<file path="src/rtl/scan_seq_pkg.sv">
package scan_seq_pkg;
    localparam int DATA_W = 16;
    localparam int CH_W   = 8;

    typedef enum logic [2:0] {
        SEL_CMD   = 3'd0,
        SEL_GAIN  = 3'd1,
        SEL_FIRST = 3'd2,
        SEL_LAST  = 3'd3,
        SEL_GO    = 3'd4,
        SEL_CLR   = 3'd5
    } reg_sel_e;

    typedef struct packed {
        logic       irq_en;
        logic       calib;
        logic       fast;
        logic       rd_at_eos;
        logic       auto_inc;
        logic       conv_en;
        logic [1:0] src;
    } cmd_t;

    typedef enum logic [1:0] {
        ST_IDLE,
        ST_SETTLE,
        ST_CONV
    } seq_state_e;

    function automatic logic src_allows_write(input logic [1:0] s);
        return !s[1];
    endfunction

    function automatic logic src_allows_read(input logic [1:0] s);
        return s[0];
    endfunction

    function automatic logic src_allows_ext(input logic [1:0] s);
        return s[1];
    endfunction

    function automatic logic [DATA_W-1:0] pack_status(input cmd_t c, input logic eos,
                                                       input logic eq, input logic eoc);
        return {5'b0, eoc, eq, eos, c};
    endfunction
endpackage

</file>
<file path="src/rtl/trig_qualify.sv">
module trig_qualify #(
    parameter int MIN_LOW = 20,
    localparam int CNT_W = $clog2(MIN_LOW + 1)
) (
    input  logic clk,
    input  logic rst,
    input  logic ext_n,
    output logic fire
);
    localparam logic [CNT_W-1:0] LIMIT   = CNT_W'(MIN_LOW);
    localparam logic [CNT_W-1:0] FIRE_AT = CNT_W'(MIN_LOW - 1);

    logic             sync_a, sync_b;
    logic [CNT_W-1:0] low_cnt;

    always_ff @(posedge clk) begin
        if (rst) begin
            sync_a  <= 1'b1;
            sync_b  <= 1'b1;
            low_cnt <= '0;
        end else begin
            sync_a <= ext_n;
            sync_b <= sync_a;
            if (sync_b)
                low_cnt <= '0;
            else if (low_cnt != LIMIT)
                low_cnt <= low_cnt + 1'b1;
        end
    end

    assign fire = !sync_b && (low_cnt == FIRE_AT);
endmodule

</file>
<file path="src/rtl/chan_track.sv">
module chan_track #(
    parameter int CH_W = 8
) (
    input  logic            clk,
    input  logic            rst,
    input  logic            load_first,
    input  logic            load_last,
    input  logic [CH_W-1:0] din,
    input  logic            advance,
    output logic [CH_W-1:0] cur,
    output logic            at_last
);
    logic [CH_W-1:0] first_ch, last_ch;

    assign at_last = (cur == last_ch);

    always_ff @(posedge clk) begin
        if (rst) begin
            first_ch <= '0;
            last_ch  <= '0;
            cur      <= '0;
        end else begin
            if (load_last)
                last_ch <= din;
            if (load_first) begin
                first_ch <= din;
                cur      <= din;
            end else if (advance) begin
                cur <= at_last ? first_ch : cur + 1'b1;
            end
        end
    end
endmodule

</file>
<file path="src/rtl/conv_fsm.sv">
module conv_fsm
    import scan_seq_pkg::*;
(
    input  logic clk,
    input  logic rst,
    input  logic start_req,
    input  logic settle_busy,
    input  logic conv_done,
    input  logic clr_req,
    input  logic at_last,
    output logic conv_start,
    output logic busy,
    output logic eoc,
    output logic eos,
    output logic done_evt
);
    seq_state_e state;
    logic       accept;

    assign accept   = (state == ST_IDLE) && start_req;
    assign done_evt = (state == ST_CONV) && conv_done;
    assign busy     = (state != ST_IDLE);

    always_ff @(posedge clk) begin
        if (rst) begin
            state      <= ST_IDLE;
            conv_start <= 1'b0;
            eoc        <= 1'b0;
            eos        <= 1'b0;
        end else begin
            conv_start <= 1'b0;
            unique case (state)
                ST_IDLE:   if (accept) state <= ST_SETTLE;
                ST_SETTLE: if (!settle_busy) begin
                    conv_start <= 1'b1;
                    state      <= ST_CONV;
                end
                ST_CONV:   if (conv_done) state <= ST_IDLE;
                default:   state <= ST_IDLE;
            endcase
            if (done_evt) begin
                eoc <= 1'b1;
                eos <= at_last;
            end else if (clr_req || accept) begin
                eoc <= 1'b0;
                eos <= 1'b0;
            end
        end
    end
endmodule

</file>
<file path="src/rtl/scan_seq_top.sv">
module scan_seq_top
    import scan_seq_pkg::*;
#(
    parameter int TRIG_MIN_LOW = 20
) (
    input  logic        clk,
    input  logic        rst,
    input  logic        wr_en,
    input  logic [2:0]  wr_sel,
    input  logic [15:0] wr_data,
    input  logic        data_rd,
    input  logic        ext_trig_n,
    input  logic        settle_busy,
    input  logic        conv_done,
    output logic [7:0]  chan_addr,
    output logic        addr_valid,
    output logic [2:0]  gain_code,
    output logic [1:0]  gp_out,
    output logic        conv_start,
    output logic        eoc_flag,
    output logic        eos_flag,
    output logic [15:0] status
);
    cmd_t            cmd;
    logic [7:0]      gain_word;
    reg_sel_e        sel;
    logic            ext_fire, at_last, done_evt;
    logic            go_wr, clr_wr, rd_launch, start_req;

    assign sel    = reg_sel_e'(wr_sel);
    assign go_wr  = wr_en && (sel == SEL_GO);
    assign clr_wr = wr_en && (sel == SEL_CLR);

    always_ff @(posedge clk) begin
        if (rst) begin
            cmd       <= '0;
            gain_word <= '0;
        end else if (wr_en) begin
            if (sel == SEL_CMD)  cmd       <= cmd_t'(wr_data[7:0]);
            if (sel == SEL_GAIN) gain_word <= wr_data[7:0];
        end
    end

    assign gain_code = gain_word[2:0];
    assign gp_out    = gain_word[7:6];

    assign rd_launch = data_rd && (src_allows_read(cmd.src) || (cmd.rd_at_eos && eos_flag));
    assign start_req = cmd.conv_en &&
                       ((go_wr && src_allows_write(cmd.src)) ||
                        (ext_fire && src_allows_ext(cmd.src)) ||
                        rd_launch);

    trig_qualify #(.MIN_LOW(TRIG_MIN_LOW)) u_trig (
        .clk   (clk),
        .rst   (rst),
        .ext_n (ext_trig_n),
        .fire  (ext_fire)
    );

    chan_track #(.CH_W(CH_W)) u_chan (
        .clk        (clk),
        .rst        (rst),
        .load_first (wr_en && (sel == SEL_FIRST)),
        .load_last  (wr_en && (sel == SEL_LAST)),
        .din        (wr_data[CH_W-1:0]),
        .advance    (done_evt && cmd.auto_inc),
        .cur        (chan_addr),
        .at_last    (at_last)
    );

    conv_fsm u_fsm (
        .clk         (clk),
        .rst         (rst),
        .start_req   (start_req),
        .settle_busy (settle_busy),
        .conv_done   (conv_done),
        .clr_req     (clr_wr || data_rd),
        .at_last     (at_last),
        .conv_start  (conv_start),
        .busy        (addr_valid),
        .eoc         (eoc_flag),
        .eos         (eos_flag),
        .done_evt    (done_evt)
    );

    assign status = pack_status(cmd, eos_flag, at_last, eoc_flag);
endmodule

</file>
<file path="config.mk">
export PLATFORM = sky130hd
export DESIGN_NAME = scan_seq_top
export DESIGN_NICKNAME = d
export VERILOG_FILES = /design/src/rtl/scan_seq_pkg.sv /design/src/rtl/trig_qualify.sv /design/src/rtl/chan_track.sv /design/src/rtl/conv_fsm.sv /design/src/rtl/scan_seq_top.sv
export SDC_FILE = /design/constraint.sdc
export NUM_CORES = 1
export LEC_CHECK = 0
export BUFFER_PORTS_ARGS = -buffer_cell sky130_fd_sc_hd__buf_2
export CAP_MARGIN = 0
export CORE_ASPECT_RATIO = 0.5
export CORE_MARGIN = 3
export CORE_UTILIZATION = 45
export DETAILED_ROUTE_END_ITERATION = 6
export MAX_ROUTING_LAYER = met4
export PLACE_DENSITY = 0.79
export SYNTH_ARGS = -nofsm -noshare
export SYNTH_HDL_FRONTEND = slang
export SYNTH_SLANG_ARGS = --single-unit
</file>
<file path="constraint.sdc">
create_clock -name clk -period 2 [get_ports clk]
set_clock_uncertainty 0.2 [all_clocks]
set_input_delay 0.1 -clock clk [delete_from_list [all_inputs] [get_ports clk]]
set_output_delay 0.1 -clock clk [all_outputs]
set_load 0.02 [all_outputs]
</file>
==> run_results.csv <==
group,metric,value,unit
status,status,"finished, final reports clean",
yosys,synth_flop_cell,"dfxtp_1",
run,drv_cap,0,
global_route,grt_pass1_vias,2048,
cts,clk_latency,0.31,ns
critical_path,end_kind,"flop",
yosys,synth.avg_cell_area,8.38,um^2
cts,cts.htree.levels,2,
yosys,async_flop_share,0,
drt,avgRoutedWirePerCell,14.3,um
placement,gp_congestion,0.869,
cts,clock_sinks,49,
timing,setup_tns,0,ns
power_and_ir_drop,p_leak,0.00124,uW
drt,vias,2159,
cells_and_area,areaGrowthSynthToFinish,28.4,%
global_route,grt_max_degree,35,
critical_path,r2r_cells,5,
yosys,synthXorXnorAreaFrac,0.0694,
yosys,synth_compound_gate_area_share,0.144,
floorplanning,die_h,56.2,um
power_and_ir_drop,power_density,653,mW/mm^2
timing,hold_violations,0,
critical_path,criticalPathCategory,"flop to flop",
critical_path,startpoint_type,"flop",
floorplanning,ios,59,
floorplanning,initial_core_util,0.492,
yosys,syn_inst,271,
critical_path,worstPathRequired,2.02,ns
global_route,grt_pass1_wl,9690,um
cts,cts_inserted_buffers,5,
timing,min_period_over_period,0.981,
yosys,synthTopCellsByCount,"50 x nand2_1, 49 x dfxtp_1, 33 x a21oi_1, 18 x nor2_1, 12 x xor2_1",
drt,viasPerCell,5.29,
cells_and_area,multi_input_area,0.00118,mm^2
yosys,ys_top_cells_by_area,"dfxtp_1 43%, nand2_1 8.3%, a21oi_1 7.3%",
cells_and_area,fin_area,0.00292,mm^2
min_path,hold_class,"input port to flop",
yosys,synth_edf_count,0,
timing,period_minus_slack,1.96,ns
placement,dp_hpwl,3960,um
yosys,ys_types,44,
timing,setup_viol,0,
cells_and_area,fin_nets,370,
yosys,synthAdderAreaFrac,0.0165,
yosys,yosysSeqAreaShare,0.432,
yosys,synth_area,0.00227,mm^2
floorplanning,die_w,106,um
yosys,synthSimpleGateAreaFrac,0.246,
floorplanning,rows,17,
cells_and_area,fillers,372,
floorplanning,die-area,0.00599,mm^2
placement,port_buffers,45,
drt,drt_first_pass_iters,5,
yosys,yosysMostFrequentCell,"nand2_1",
critical_path,crit_fanout,4,
critical_path,cp_data_arrival_time,1.98,ns
drt,totalWireLength,5850,um
yosys,ys_ff_latch,49,
min_path,hold_path_depth,5,
drt,antenna_left,0,
placement,placed_area,0.00260,mm^2
global_route,antenna_found_initial,0,
drt,drc,0,
power_and_ir_drop,ir_drop,0.301,mV
timing,fmax,0.510,GHz
cts,path_clk_slew,0.09,ns
cts,cts_tree,"done",
cts,clock_path_buffers,2,
drt,drt_iter0_drc,118,
cells_and_area,diodes,0,
timing,drv_slew,0,
yosys,synth_top_family_by_area,"simple AND/OR/NAND/NOR gates",
global_route,track_usage,0.207,
yosys,yosysWarningCount,0,
cts,cts-root-buf,"clkbuf_8",
cells_and_area,drive_gt1_frac,0.254,
yosys,yosys.area.top_type,"dfxtp_1",
yosys,yosys.area.top_type_share,0.432,
global_route,grt-ovfl-total,0,
timing,rsz0062_at_grt,"true",
yosys,synth.mux.area_fraction,0.0309,
cells_and_area,fin_util,0.632,
cells_and_area,seqCellArea,990,um^2
floorplanning,coreArea,0.00462,mm^2
-- cell families (layout without fill, tap and decap cells) --
logic type / count (synthesis) / after routing
fa+ha+maj: 3 / 3
mux: 7 / 7
flops: 49 / 49
buf+inv: 28 / 95
simple gates: 110 / 110
xor+xnor: 18 / 18
compound gates: 55 / 55
other cells: 1 / 5
-- per-stage QoR --
step	total power [uW]	cells	setup slack (ns)	hold WS, ns
floorplan	1180	275	0.0256	-0.0207
global placement	1250	380	0.0710	0.0819
detailed placement	1260	380	0.0104	0.0897
CTS	1900	406	0.0371	0.138
global route	1990	408	-0.0726	0.166
finish	1900	408	0.0379	0.157
-- timing repair --
| action | 4_1_cts | 5_1_grt |
|---|---|---|
| resized for setup | 0 | 5 |
| buffers inserted | 1 | 2 |
| hold buffers | 17 | 0 |
| endpoints found under the setup margin | 3 | 5 |
| hold endpoints to repair | 38 | 0 |
| pin swaps | 1 | 5 |
-- final timing paths --
kind	endpoint	slack (ns)	from
max reg2reg	u_chan.cur[3]$_SDFFE_PP0P_	0.04	u_chan.cur[7]$_SDFFE_PP0P_
min	status[6]$_SDFFE_PP0P_	0.16	wr_sel[1]
min reg2reg	u_trig.sync_b$_SDFF_PP1_	0.22	u_trig.sync_a$_SDFF_PP1_
max	u_chan.cur[3]$_SDFFE_PP0P_	0.04	u_chan.cur[7]$_SDFFE_PP0P_
-- registers in the layout, indices dropped and copies added, names as in the netlist --
register	count
u_fsm.eos	1
u_chan.first_ch	8
u_trig.sync_a	1
u_fsm.eoc	1
u_fsm.conv_start	1
u_chan.last_ch	8
u_trig.sync_b	1
u_chan.cur	8
u_fsm.state	2
gain_word	5
status	8
u_trig.low_cnt	5
-- where the power goes --
part	switching [uW]	internal, uW
Combinational	159	118
Sequential	14.3	993
Clock	338	281
Total	511	1390
-- critical path, stage by stage (launching register included) --
cell,delay [ns]
dfxtp_4,0.36
xor2_1,0.16
nor4_2,0.39
nand2_2,0.15
or3_1,0.38
a311oi_2,0.24
-- layout make-up --
cell class / instances / area share
sequential: 49 / 0.339
tap: 66 / 0.0283
inverter: 7 / 0.00987
timing repair buffer: 80 / 0.183
clock inverter: 2 / 0.00472
clock buffer: 6 / 0.0283
multi-input combinational: 198 / 0.406
-- routing by layer --
layer,track usage,wire length [um]
met1,0.253,2520
met2,0.344,2830
met3,0.0429,377
met4,0.0710,116
met5,-,0
-- cells in the final DEF, fill, tap and decap left out, types with 5 or more instances in the layout --
cell | synthesis | final
nor2_1 | 18 | 18
mux2i_1 | 7 | 7
conb_1 | 1 | 5
a21oi_1 | 33 | 33
buf_4 | 8 | 19
or3_1 | 6 | 6
xor2_1 | 12 | 12
nand3_1 | 8 | 8
a21boi_0 | 5 | 5
buf_2 | 0 | 44
inv_1 | 6 | 6
xnor2_1 | 6 | 6
clkbuf_8 | 0 | 6
dfxtp_1 | 49 | 44
dlygate4sd3_1 | 0 | 17
nand2_1 | 50 | 50
No activity file was read; power rests on OpenSTA's default activity.
